## src/rtl/dram_pkg.sv

```systemverilog
package dram_pkg;
    typedef enum logic [3:0] {
        S_IDLE,
        S_ROW,
        S_CAS,
        S_CPRE,
        S_PRE,
        S_RCAS,
        S_RRAS,
        S_SCAS,
        S_SREF
    } seq_state_e;
endpackage

```

## src/rtl/dram_refresh_timer.sv

```systemverilog
module dram_refresh_timer #(
    parameter int RI_W = 10
) (
    input  logic            clk,
    input  logic            rst_n,
    input  logic [RI_W-1:0] cfg_interval,
    input  logic            ref_ack,
    output logic            ref_pend
);
    typedef struct packed {
        logic [RI_W-1:0] cnt;
        logic            pend;
    } tmr_reg_t;

    tmr_reg_t q, d;
    logic     hit;

    always_comb begin
        d   = q;
        hit = (cfg_interval != '0) && (q.cnt >= cfg_interval);
        if (cfg_interval == '0) begin
            d.cnt = '0;
        end else if (hit) begin
            d.cnt = '0;
        end else begin
            d.cnt = q.cnt + 1'b1;
        end
        d.pend = (q.pend && !ref_ack) || hit;
    end

    always_ff @(posedge clk) begin
        if (!rst_n) begin
            q <= '0;
        end else begin
            q <= d;
        end
    end

    assign ref_pend = q.pend;

    // the counter never runs past a stable interval setting
    a_r6_cnt_bound: assert property (@(posedge clk) disable iff (!rst_n)
        (cfg_interval != '0 && $stable(cfg_interval)) |-> (q.cnt <= cfg_interval));
endmodule

```

## src/rtl/dram_seq.sv

```systemverilog
module dram_seq
    import dram_pkg::*;
#(
    parameter int ROW_W  = 8,
    parameter int COL_W  = 8,
    parameter int BLEN_W = 3,
    localparam int ADDR_W = ROW_W + COL_W + 1,
    localparam int MA_W   = (ROW_W > COL_W) ? ROW_W : COL_W
) (
    input  logic              clk,
    input  logic              rst_n,
    input  logic              req_valid,
    output logic              req_ready,
    input  logic [ADDR_W-1:0] req_addr,
    input  logic              req_write,
    input  logic              req_size,
    input  logic [BLEN_W-1:0] req_len,
    output logic              beat_ack,
    input  logic              cfg_pre_en,
    input  logic              ref_pend,
    output logic              ref_ack,
    input  logic              sr_req,
    output logic              sr_ack,
    input  logic              stretch_in,
    output logic [MA_W-1:0]   dram_addr,
    output logic              row_stb_n,
    output logic [1:0]        col_stb_n,
    output logic              wr_en_n
);
    typedef struct packed {
        seq_state_e        st;
        logic [ROW_W-1:0]  row;
        logic [COL_W-1:0]  col;
        logic [1:0]        lane;
        logic              wr;
        logic [BLEN_W-1:0] left;
    } seq_reg_t;

    seq_reg_t   q, d;
    seq_state_e after_row;

    always_comb begin
        d         = q;
        ref_ack   = 1'b0;
        beat_ack  = 1'b0;
        after_row = cfg_pre_en ? S_PRE : S_IDLE;
        unique case (q.st)
            S_IDLE: begin
                if (ref_pend) begin
                    d.st    = S_RCAS;
                    ref_ack = 1'b1;
                end else if (sr_req) begin
                    d.st = S_SCAS;
                end else if (req_valid) begin
                    d.st   = S_ROW;
                    d.row  = req_addr[ADDR_W-1:COL_W+1];
                    d.col  = req_addr[COL_W:1];
                    d.lane = req_size ? 2'b11 : (req_addr[0] ? 2'b10 : 2'b01);
                    d.wr   = req_write;
                    d.left = req_len;
                end
            end
            S_ROW:  d.st = S_CAS;
            S_CAS: begin
                if (!stretch_in) begin
                    beat_ack = 1'b1;
                    if (q.left != '0) begin
                        d.left = q.left - 1'b1;
                        d.col  = q.col + 1'b1;
                        d.st   = S_CPRE;
                    end else begin
                        d.st = after_row;
                    end
                end
            end
            S_CPRE: d.st = S_CAS;
            S_PRE:  d.st = S_IDLE;
            S_RCAS: d.st = S_RRAS;
            S_RRAS: d.st = after_row;
            S_SCAS: d.st = S_SREF;
            S_SREF: if (!sr_req) d.st = after_row;
            default: d.st = S_IDLE;
        endcase
    end

    always_ff @(posedge clk) begin
        if (!rst_n) begin
            q.st   <= S_IDLE;
            q.row  <= '0;
            q.col  <= '0;
            q.lane <= '0;
            q.wr   <= 1'b0;
            q.left <= '0;
        end else begin
            q <= d;
        end
    end

    always_comb begin
        row_stb_n = !(q.st inside {S_ROW, S_CAS, S_CPRE, S_RRAS, S_SREF});
        if (q.st == S_CAS) begin
            col_stb_n = ~q.lane;
        end else if (q.st inside {S_RCAS, S_RRAS, S_SCAS, S_SREF}) begin
            col_stb_n = 2'b00;
        end else begin
            col_stb_n = 2'b11;
        end
        dram_addr = (q.st == S_ROW) ? MA_W'(q.row) : MA_W'(q.col);
        wr_en_n   = !(q.wr && (q.st inside {S_CAS, S_CPRE}));
        req_ready = (q.st == S_IDLE) && !ref_pend && !sr_req;
        sr_ack    = (q.st == S_SREF);
    end

    // a stretched beat keeps strobes and address unchanged
    a_r5_stretch_hold: assert property (@(posedge clk) disable iff (!rst_n)
        (q.st == S_CAS && stretch_in) |=> ($stable(col_stb_n) && $stable(dram_addr) && !row_stb_n));
    // between burst beats the row stays open
    a_r3_page_row_open: assert property (@(posedge clk) disable iff (!rst_n)
        (beat_ack && q.left != '0) |=> (!row_stb_n && col_stb_n == 2'b11));
    // if the row strobe falls with column strobes low, they were already low
    a_r7_cbr_order: assert property (@(posedge clk) disable iff (!rst_n)
        ($fell(row_stb_n) && col_stb_n != 2'b11) |-> ($past(col_stb_n) == 2'b00));
    // precharge cycle keeps the row strobe high and blocks requests
    a_r4_pre_block: assert property (@(posedge clk) disable iff (!rst_n)
        ($rose(row_stb_n) && $past(cfg_pre_en)) |-> !req_ready);
    a_r4_pre_gap: assert property (@(posedge clk) disable iff (!rst_n)
        ($rose(row_stb_n) && $past(cfg_pre_en)) |=> row_stb_n);
    // an idle cycle with a pending refresh starts a refresh cycle
    a_r8_ref_first: assert property (@(posedge clk) disable iff (!rst_n)
        (q.st == S_IDLE && ref_pend) |=> (col_stb_n == 2'b00 && row_stb_n));
    // self-refresh is held while requested
    a_r9_sr_hold: assert property (@(posedge clk) disable iff (!rst_n)
        (sr_ack && sr_req) |=> sr_ack);
endmodule

```

## src/rtl/dram_ctl.sv

```systemverilog
module dram_ctl #(
    parameter int ROW_W  = 8,
    parameter int COL_W  = 8,
    parameter int BLEN_W = 3,
    parameter int RI_W   = 10,
    localparam int ADDR_W = ROW_W + COL_W + 1,
    localparam int MA_W   = (ROW_W > COL_W) ? ROW_W : COL_W
) (
    input  logic              clk,
    input  logic              rst_n,
    input  logic              req_valid,
    output logic              req_ready,
    input  logic [ADDR_W-1:0] req_addr,
    input  logic              req_write,
    input  logic              req_size,
    input  logic [BLEN_W-1:0] req_len,
    output logic              beat_ack,
    input  logic              cfg_pre_en,
    input  logic [RI_W-1:0]   cfg_ref_interval,
    input  logic              sr_req,
    output logic              sr_ack,
    input  logic              stretch_in,
    output logic [MA_W-1:0]   dram_addr,
    output logic              row_stb_n,
    output logic [1:0]        col_stb_n,
    output logic              wr_en_n
);
    logic ref_pend;
    logic ref_ack;

    dram_refresh_timer #(.RI_W(RI_W)) u_timer (
        .clk          (clk),
        .rst_n        (rst_n),
        .cfg_interval (cfg_ref_interval),
        .ref_ack      (ref_ack),
        .ref_pend     (ref_pend)
    );

    dram_seq #(.ROW_W(ROW_W), .COL_W(COL_W), .BLEN_W(BLEN_W)) u_seq (
        .clk        (clk),
        .rst_n      (rst_n),
        .req_valid  (req_valid),
        .req_ready  (req_ready),
        .req_addr   (req_addr),
        .req_write  (req_write),
        .req_size   (req_size),
        .req_len    (req_len),
        .beat_ack   (beat_ack),
        .cfg_pre_en (cfg_pre_en),
        .ref_pend   (ref_pend),
        .ref_ack    (ref_ack),
        .sr_req     (sr_req),
        .sr_ack     (sr_ack),
        .stretch_in (stretch_in),
        .dram_addr  (dram_addr),
        .row_stb_n  (row_stb_n),
        .col_stb_n  (col_stb_n),
        .wr_en_n    (wr_en_n)
    );
endmodule

```

## config.mk

```make
export PLATFORM = sky130hd
export DESIGN_NAME = dram_ctl
export DESIGN_NICKNAME = d
export VERILOG_FILES = /design/src/rtl/dram_pkg.sv /design/src/rtl/dram_refresh_timer.sv /design/src/rtl/dram_seq.sv /design/src/rtl/dram_ctl.sv
export SDC_FILE = /design/constraint.sdc
export NUM_CORES = 1
export LEC_CHECK = 0
export BUFFER_PORTS_ARGS = -buffer_cell sky130_fd_sc_hd__buf_4
export CORE_MARGIN = 2
export CORE_UTILIZATION = 45
export CTS_CLUSTER_SIZE = 8
export DETAILED_ROUTE_END_ITERATION = 16
export GPL_TIMING_DRIVEN = 0
export PLACE_DENSITY = 0.76
export REMOVE_ABC_BUFFERS = 1
export SLEW_MARGIN = 20
export SYNTH_ARGS = -nofsm -noshare
export SYNTH_HDL_FRONTEND = slang
export SYNTH_HIERARCHICAL = 1
export SYNTH_SLANG_ARGS = --single-unit
```

## constraint.sdc

```tcl
create_clock -name clk -period 1.66 [get_ports clk]
set_input_delay 0.166 -clock clk [delete_from_list [all_inputs] [get_ports clk]]
set_output_delay 0.166 -clock clk [all_outputs]
set_load 0.005 [all_outputs]
```

==> results.yml, run 1 <==
worst_setup_path:
  path_max_fanout: 8
  cp-start-kind: "flop"
  crit_chain: "or4b_4 > o22ai_4 > buf_12 > buf_6 > a31oi_4 > a31o_1"
  end_kind: "flop"
  cp.arrival_ns: 2.04
  crit_type: "reg2reg"
  critPathMaxStageDelay_ns: 0.66
  cp_slowest_cell: "or4b_4"
  crit_required_ns: 1.85
timing:
  rsz0062_at_grt: "true"
  skew_ns: 0.00672
  setup_ws_ns: -0.192
  hold_viol_final: 0
  maxSlewHeadroom_pct: 58.4
  hold_slack_ns: 0.114
  finalSetupViolCount: 27
  slew_viol_final: 0
  clock.fmax_ghz: 0.540
  post-route-min-period_ns: 1.85
  fin_crit_sh_pct: 112
  worst_pin_slew_ns: 0.620
global_route:
  gr-usage-met1_pct: 29.2
  track_usage_pct: 23.8
  antenna_found_initial: 0
  grt_util_met3_pct: 5.42
  grt_pass1_wl_um: 10600
  use_met2_pct: 40.0
  grt_pass1_vias: 2363
  grt_overflow_total: 0
  grt_max_degree: 19
  busiest_layer: "met2"
synth:
  synth_area_leaders: "dfxtp_1 32%, ha_1 7.6%, nand2_1 6.2%"
  yosysSeqAreaShare_pct: 31.9
  synth_enable_flop_cells: 0
  synth_top_area_share_pct: 31.9
  synth.largest_area_cell: "dfxtp_1"
  yosysUniqueCellTypes: 65
  ys_warn_count: 6
  synthCells: 284
  ys.flop_type: "dfxtp_1"
  synth_area_um2: 2320
  synth_top_cells_by_count: "38 x nand2_1, 37 x dfxtp_1, 29 x nor2_1"
  avgSynthCellArea_um2: 8.16
  async_flop_share_pct: 0
  yosysMostFrequentCell: "nand2_1"
  ys_ff_latch: 37
clock_tree:
  cts_sinks: 37
  clock-root-buffer: "clkbuf_8"
  cts_tree: "built"
  cts-htree-levels: 2
  clockBufferDepth: 2
  cts_buffers: 5
  cts_hold_buf: 0
  cts.reportedPaths.clkPinSlew_ns: 0.08
  clkLatencyLatePin_ns: 0.29
drt:
  drc: 0
  vias: 2540
  antenna_left: 0
  firstDrtPassIters: 5
  wl_um: 6980
  initialDrtViolationCount: 217
  routed_via_density: 5.83
  wl_per_cell_um: 16.0
placed_design:
  routabilityCongestion: 0.895
  portBuffers: 52
  dp_hpwl_um: 4120
  pre_cts_ws_ns: -1.06
  placed_cells: 393
floorplan:
  num_io_pins: 53
  die_w_um: 75.8
  core_um2: 5040
  dieArea_um2: 5740
  initial_core_util_pct: 46.0
  row_count: 26
  die_height_um: 75.8
status:
  violations: "setup timing"
  outcome: "complete, but fails checks"
layout:
  nets: 417
  syn2layout_area_growth_pct: 52.0
  antenna_cells: 0
  instances_no_fill: 436
  drive_gt1_share_pct: 44.8
pwr:
  p_leak_nw: 1.41
  powerDensity_nw_per_um2: 1050
  vdd_drop_max_uv: 529
run:
  cap_violations: 0
worst_hold_path:
  min_path_type: "in2reg"
==> through the flow <==
stage	utilization, %	power, mW	cell area, µm²	TNS [ns]
final	69.9	3.70	3520	-2.55
after global routing	69.9	3.88	3520	-4.42
after CTS	65.6	3.44	3310	-1.85
after detailed placement	54.0	2.15	2720	-20.35
after global placement	54.0	2.12	2720	-19.36
after floorplan	-	1.78	2250	-4.82
==> critical path, delay by kind of cell, from the launching register on <==
family	cells	cell delay (ns)
and+or+nand+nor	1	0.66
buffers and inverters	2	0.25
DFF	1	0.38
AOI/OAI and AO/OA	3	0.46
==> where the power goes <==
group	internal, mW	leakage (nW)	switching [mW]
Combinational	0.904	1.05	0.827
Clock	0.489	0.0574	0.347
Sequential	0.997	0.307	0.139
Total	2.39	1.41	1.31
==> layout by cell type (no fill, tap or decap), drive strengths merged, types with 2 or more instances in the layout <==
cell type,instances
nor4b,2
buf,87
or3,2
a211oi,5
and3,2
inv,18
nor3b,4
nor2,30
a2111o,2
or3b,2
o22ai,2
mux2,7
clkbuf,6
o221a,2
a22oi,4
nor4,4
nor2b,2
nor3,5
o31ai,3
xor2,3
dfxtp,37
a31oi,3
nand3,6
or4,4
o21ai,13
xnor2,5
ha,14
nand2b,2
nand2,38
nand4,5
a21oi,21
nand3b,3
a31o,2
a211o,2
==> metal layers <==
layer	up-vias	wire length [µm]	share of wire, %
met5	-	0	0
met1	1198	2950	42
met4	0	161	2.3
met3	22	423	6.1
li1	1193	-	-
met2	127	3440	49
==> registers in the layout, indices dropped and copies added (netlist names) <==
| register | cells |
|---|---|
| u_timer/ref_pend | 1 |
| u_seq/q | 26 |
| u_timer/q | 10 |
==> layout make-up <==
cell class                 instances  area (µm²)
inverter                          19        71.3
fill                             368        1520
multi-input combinational        215        1730
clock inverter                     2        37.5
clock buffer                       6        82.6
timing repair buffer              87         749
tap                               70        87.6
sequential                        37         767
==> final timing paths <==
check | end | cells after the start | startpoint | slack [ns]
max | u_seq/q[12] | 6 | u_seq/q[24] | -0.19
min | u_seq/q[19] | 3 | req_addr[14] | 0.11
max reg2reg | u_seq/q[12] | 6 | u_seq/q[24] | -0.19
min reg2reg | u_seq/q[21] | 2 | u_seq/q[21] | 0.47
==> kinds of logic (layout without fill, tap and decap cells) <==
kind of cell | count (synthesis) | after routing | synth area share (%)
buffers and inverters | 32 | 114 | 6.21
DFF | 37 | 37 | 31.9
and+or+nand+nor | 114 | 114 | 25.6
adders and majority gates | 14 | 14 | 7.56
xor gates and xnor gates | 8 | 8 | 3.02
muxes | 7 | 7 | 3.40
AOI/OAI and AO/OA | 72 | 72 | 22.3
==> repair_timing <==
| item | in CTS | in global routing |
|---|---|---|
| setup buffers | 29 | 6 |
| resized for setup | 64 | 34 |
| pin swaps | 21 | 9 |
| endpoints found under the hold margin | 0 | 0 |
| endpoints found under the setup margin | 49 | 40 |
Note: power is estimated with default switching activity, not from simulation.
==> run 2, diff against run 1 <==
--- a/config.mk
+++ b/config.mk
@@ -11,10 +11,11 @@
 export CTS_CLUSTER_SIZE = 8
 export DETAILED_ROUTE_END_ITERATION = 16
 export GPL_TIMING_DRIVEN = 0
-export PLACE_DENSITY = 0.76
+export PLACE_DENSITY = 0.68
 export REMOVE_ABC_BUFFERS = 1
 export SLEW_MARGIN = 20
 export SYNTH_ARGS = -nofsm -noshare
 export SYNTH_HDL_FRONTEND = slang
 export SYNTH_HIERARCHICAL = 1
 export SYNTH_SLANG_ARGS = --single-unit
+export TNS_END_PERCENT = 20
==> results.yml, run 2 (synthesis results as in run 1) <==
drt:
  drc: 0
  routed_via_density: 5.64
  vias: 2367
  initialDrtViolationCount: 249
  wl_um: 6580
  firstDrtPassIters: 4
  wl_per_cell_um: 15.7
  antenna_left: 0
layout:
  nets: 401
  stdcell_area_um2: 3240
  antenna_cells: 0
  fill_cells: 442
  drive_gt1_share_pct: 37.7
  largest_register_ffs: 26
  top_register: "u_seq/q"
  instances_no_fill: 420
  final_cell_mix: "59 x buf_4, 35 x nand2_1, 28 x dfxtp_1"
  syn2layout_area_growth_pct: 39.9
  layout_commonest_cell: "buf_4"
worst_setup_path:
  end_kind: "flop"
  crit_required_ns: 1.85
  cp.arrival_ns: 1.98
  crit_type: "reg2reg"
  crit_chain: "or4b_4 > o22ai_4 > buf_6 > a31oi_4 > a31o_1"
  path_max_fanout: 15
  critPathMaxStageDelay_ns: 0.59
  path_delay_family: "simple AND/OR/NAND/NOR gates"
  cp-start-kind: "flop"
  cp_slowest_cell: "or4b_4"
  critPathBufInv: 1
timing:
  rsz0062_at_grt: "true"
  post-route-min-period_ns: 1.79
  hold_viol_final: 0
  setup_ws_ns: -0.135
  slew_viol_final: 0
  clock.fmax_ghz: 0.557
  worst_pin_slew_ns: 0.613
  fin_crit_sh_pct: 108
  maxSlewHeadroom_pct: 58.9
  skew_ns: 0.00974
  hold_slack_ns: 0.117
  finalSetupViolCount: 29
clock_tree:
  clkLatencyLatePin_ns: 0.30
  cts_tree: "built"
  clockBufferDepth: 2
  cts-htree-levels: 2
  cts_hold_buf: 0
  cts_buffers: 5
  clock-root-buffer: "clkbuf_8"
  cts.reportedPaths.clkPinSlew_ns: 0.08
  cts_sinks: 37
placed_design:
  dp_hpwl_um: 4220
  placed_cells: 393
  place_area_um2: 2730
  routabilityCongestion: 0.861
  pre_cts_ws_ns: -0.671
  portBuffers: 52
global_route:
  antenna_found_initial: 0
  grt_pass1_wl_um: 10300
  grt_overflow_total: 0
  track_usage_pct: 23.5
  grt_max_degree: 19
  grt_pass1_vias: 2205
floorplan:
  row_count: 26
  dieArea_um2: 5740
  initial_core_util_pct: 46.0
  die_w_um: 75.8
  die_height_um: 75.8
  core_um2: 5040
  num_io_pins: 53
worst_hold_path:
  min_path_type: "in2reg"
status:
  violations: "setup timing"
  outcome: "complete, but fails checks"
pwr:
  powerDensity_nw_per_um2: 1020
  vdd_drop_max_uv: 421
  power.total_mw: 3.31
  p_leak_nw: 1.31
run:
  cap_violations: 0
[run 2: cell types whose count changed in the layout (fill, tap and decap cells not counted), sizes merged]
cell,change
buf,-17
clkinv,+1
clkbuf,+1
clkinvlp,-1
a2111o,+1
bufinv,-1
[run 2: cell type report]
cell class | instances | area (µm²) | share of cell area (%)
multi-input combinational | 216 | 1660 | 51.1
clock buffer | 7 | 96.3 | 2.97
tap | 70 | 87.6 | 2.70
inverter | 19 | 73.8 | 2.28
sequential | 37 | 762 | 23.5
clock inverter | 1 | 5.00 | 0.154
timing repair buffer | 70 | 561 | 17.3
[run 2: worst register-to-register path, delay by kind of cell, from the launching register on]
kind	cells	cell delay, ns
buffers and inverters	1	0.16
and+or+nand+nor	1	0.59
AOI/OAI and AO/OA	3	0.51
DFF	1	0.42
[run 2: through the flow]
stage | utilization [%] | TNS (ns)
2_1_floorplan | - | -4.82
3_3_place_gp | 54.0 | -20.47
3_5_place_dp | 54.2 | -17.82
4_1_cts | 62.7 | -1.49
5_1_grt | 64.3 | -3.82
6_report | 64.3 | -1.77
[run 2: worst paths after layout]
path,startpoint,to,slack [ns],cells after the start
worst max-delay path,u_seq/q[24],u_seq/q[12],-0.13,5
worst min-delay path,req_addr[14],u_seq/q[19],0.12,3
worst max register to register,u_seq/q[24],u_seq/q[12],-0.13,5
worst min register to register,u_timer/q[1],u_timer/q[1],0.43,1
[run 2: power by group]
group          total (mW)  switching [mW]  leakage (nW)  internal (mW)
Sequential           1.15           0.148         0.306          0.999
Clock               0.710           0.335        0.0542          0.376
Combinational        1.45           0.735         0.953          0.720
[run 2: what timing repair did]
action / in CTS / in global routing
pin swaps: 12 / 13
buffers inserted: 17 / 0
gates resized for setup: 54 / 16
endpoints found under the setup margin: 49 / 45
cloned: 2 / 0
endpoints found under the hold margin: 0 / 0
[run 2: metal layers]
layer  part of all wire (%)  wire (µm)  vias up  global-route usage (%)
li1                       -          -     1168                       -
met1                     43       2820     1112                    30.2
met2                     51       3340       74                    38.6
met3                    4.2        279       13                    4.37
met4                    2.1        139        0                    9.75
met5                      0          0        -                       0
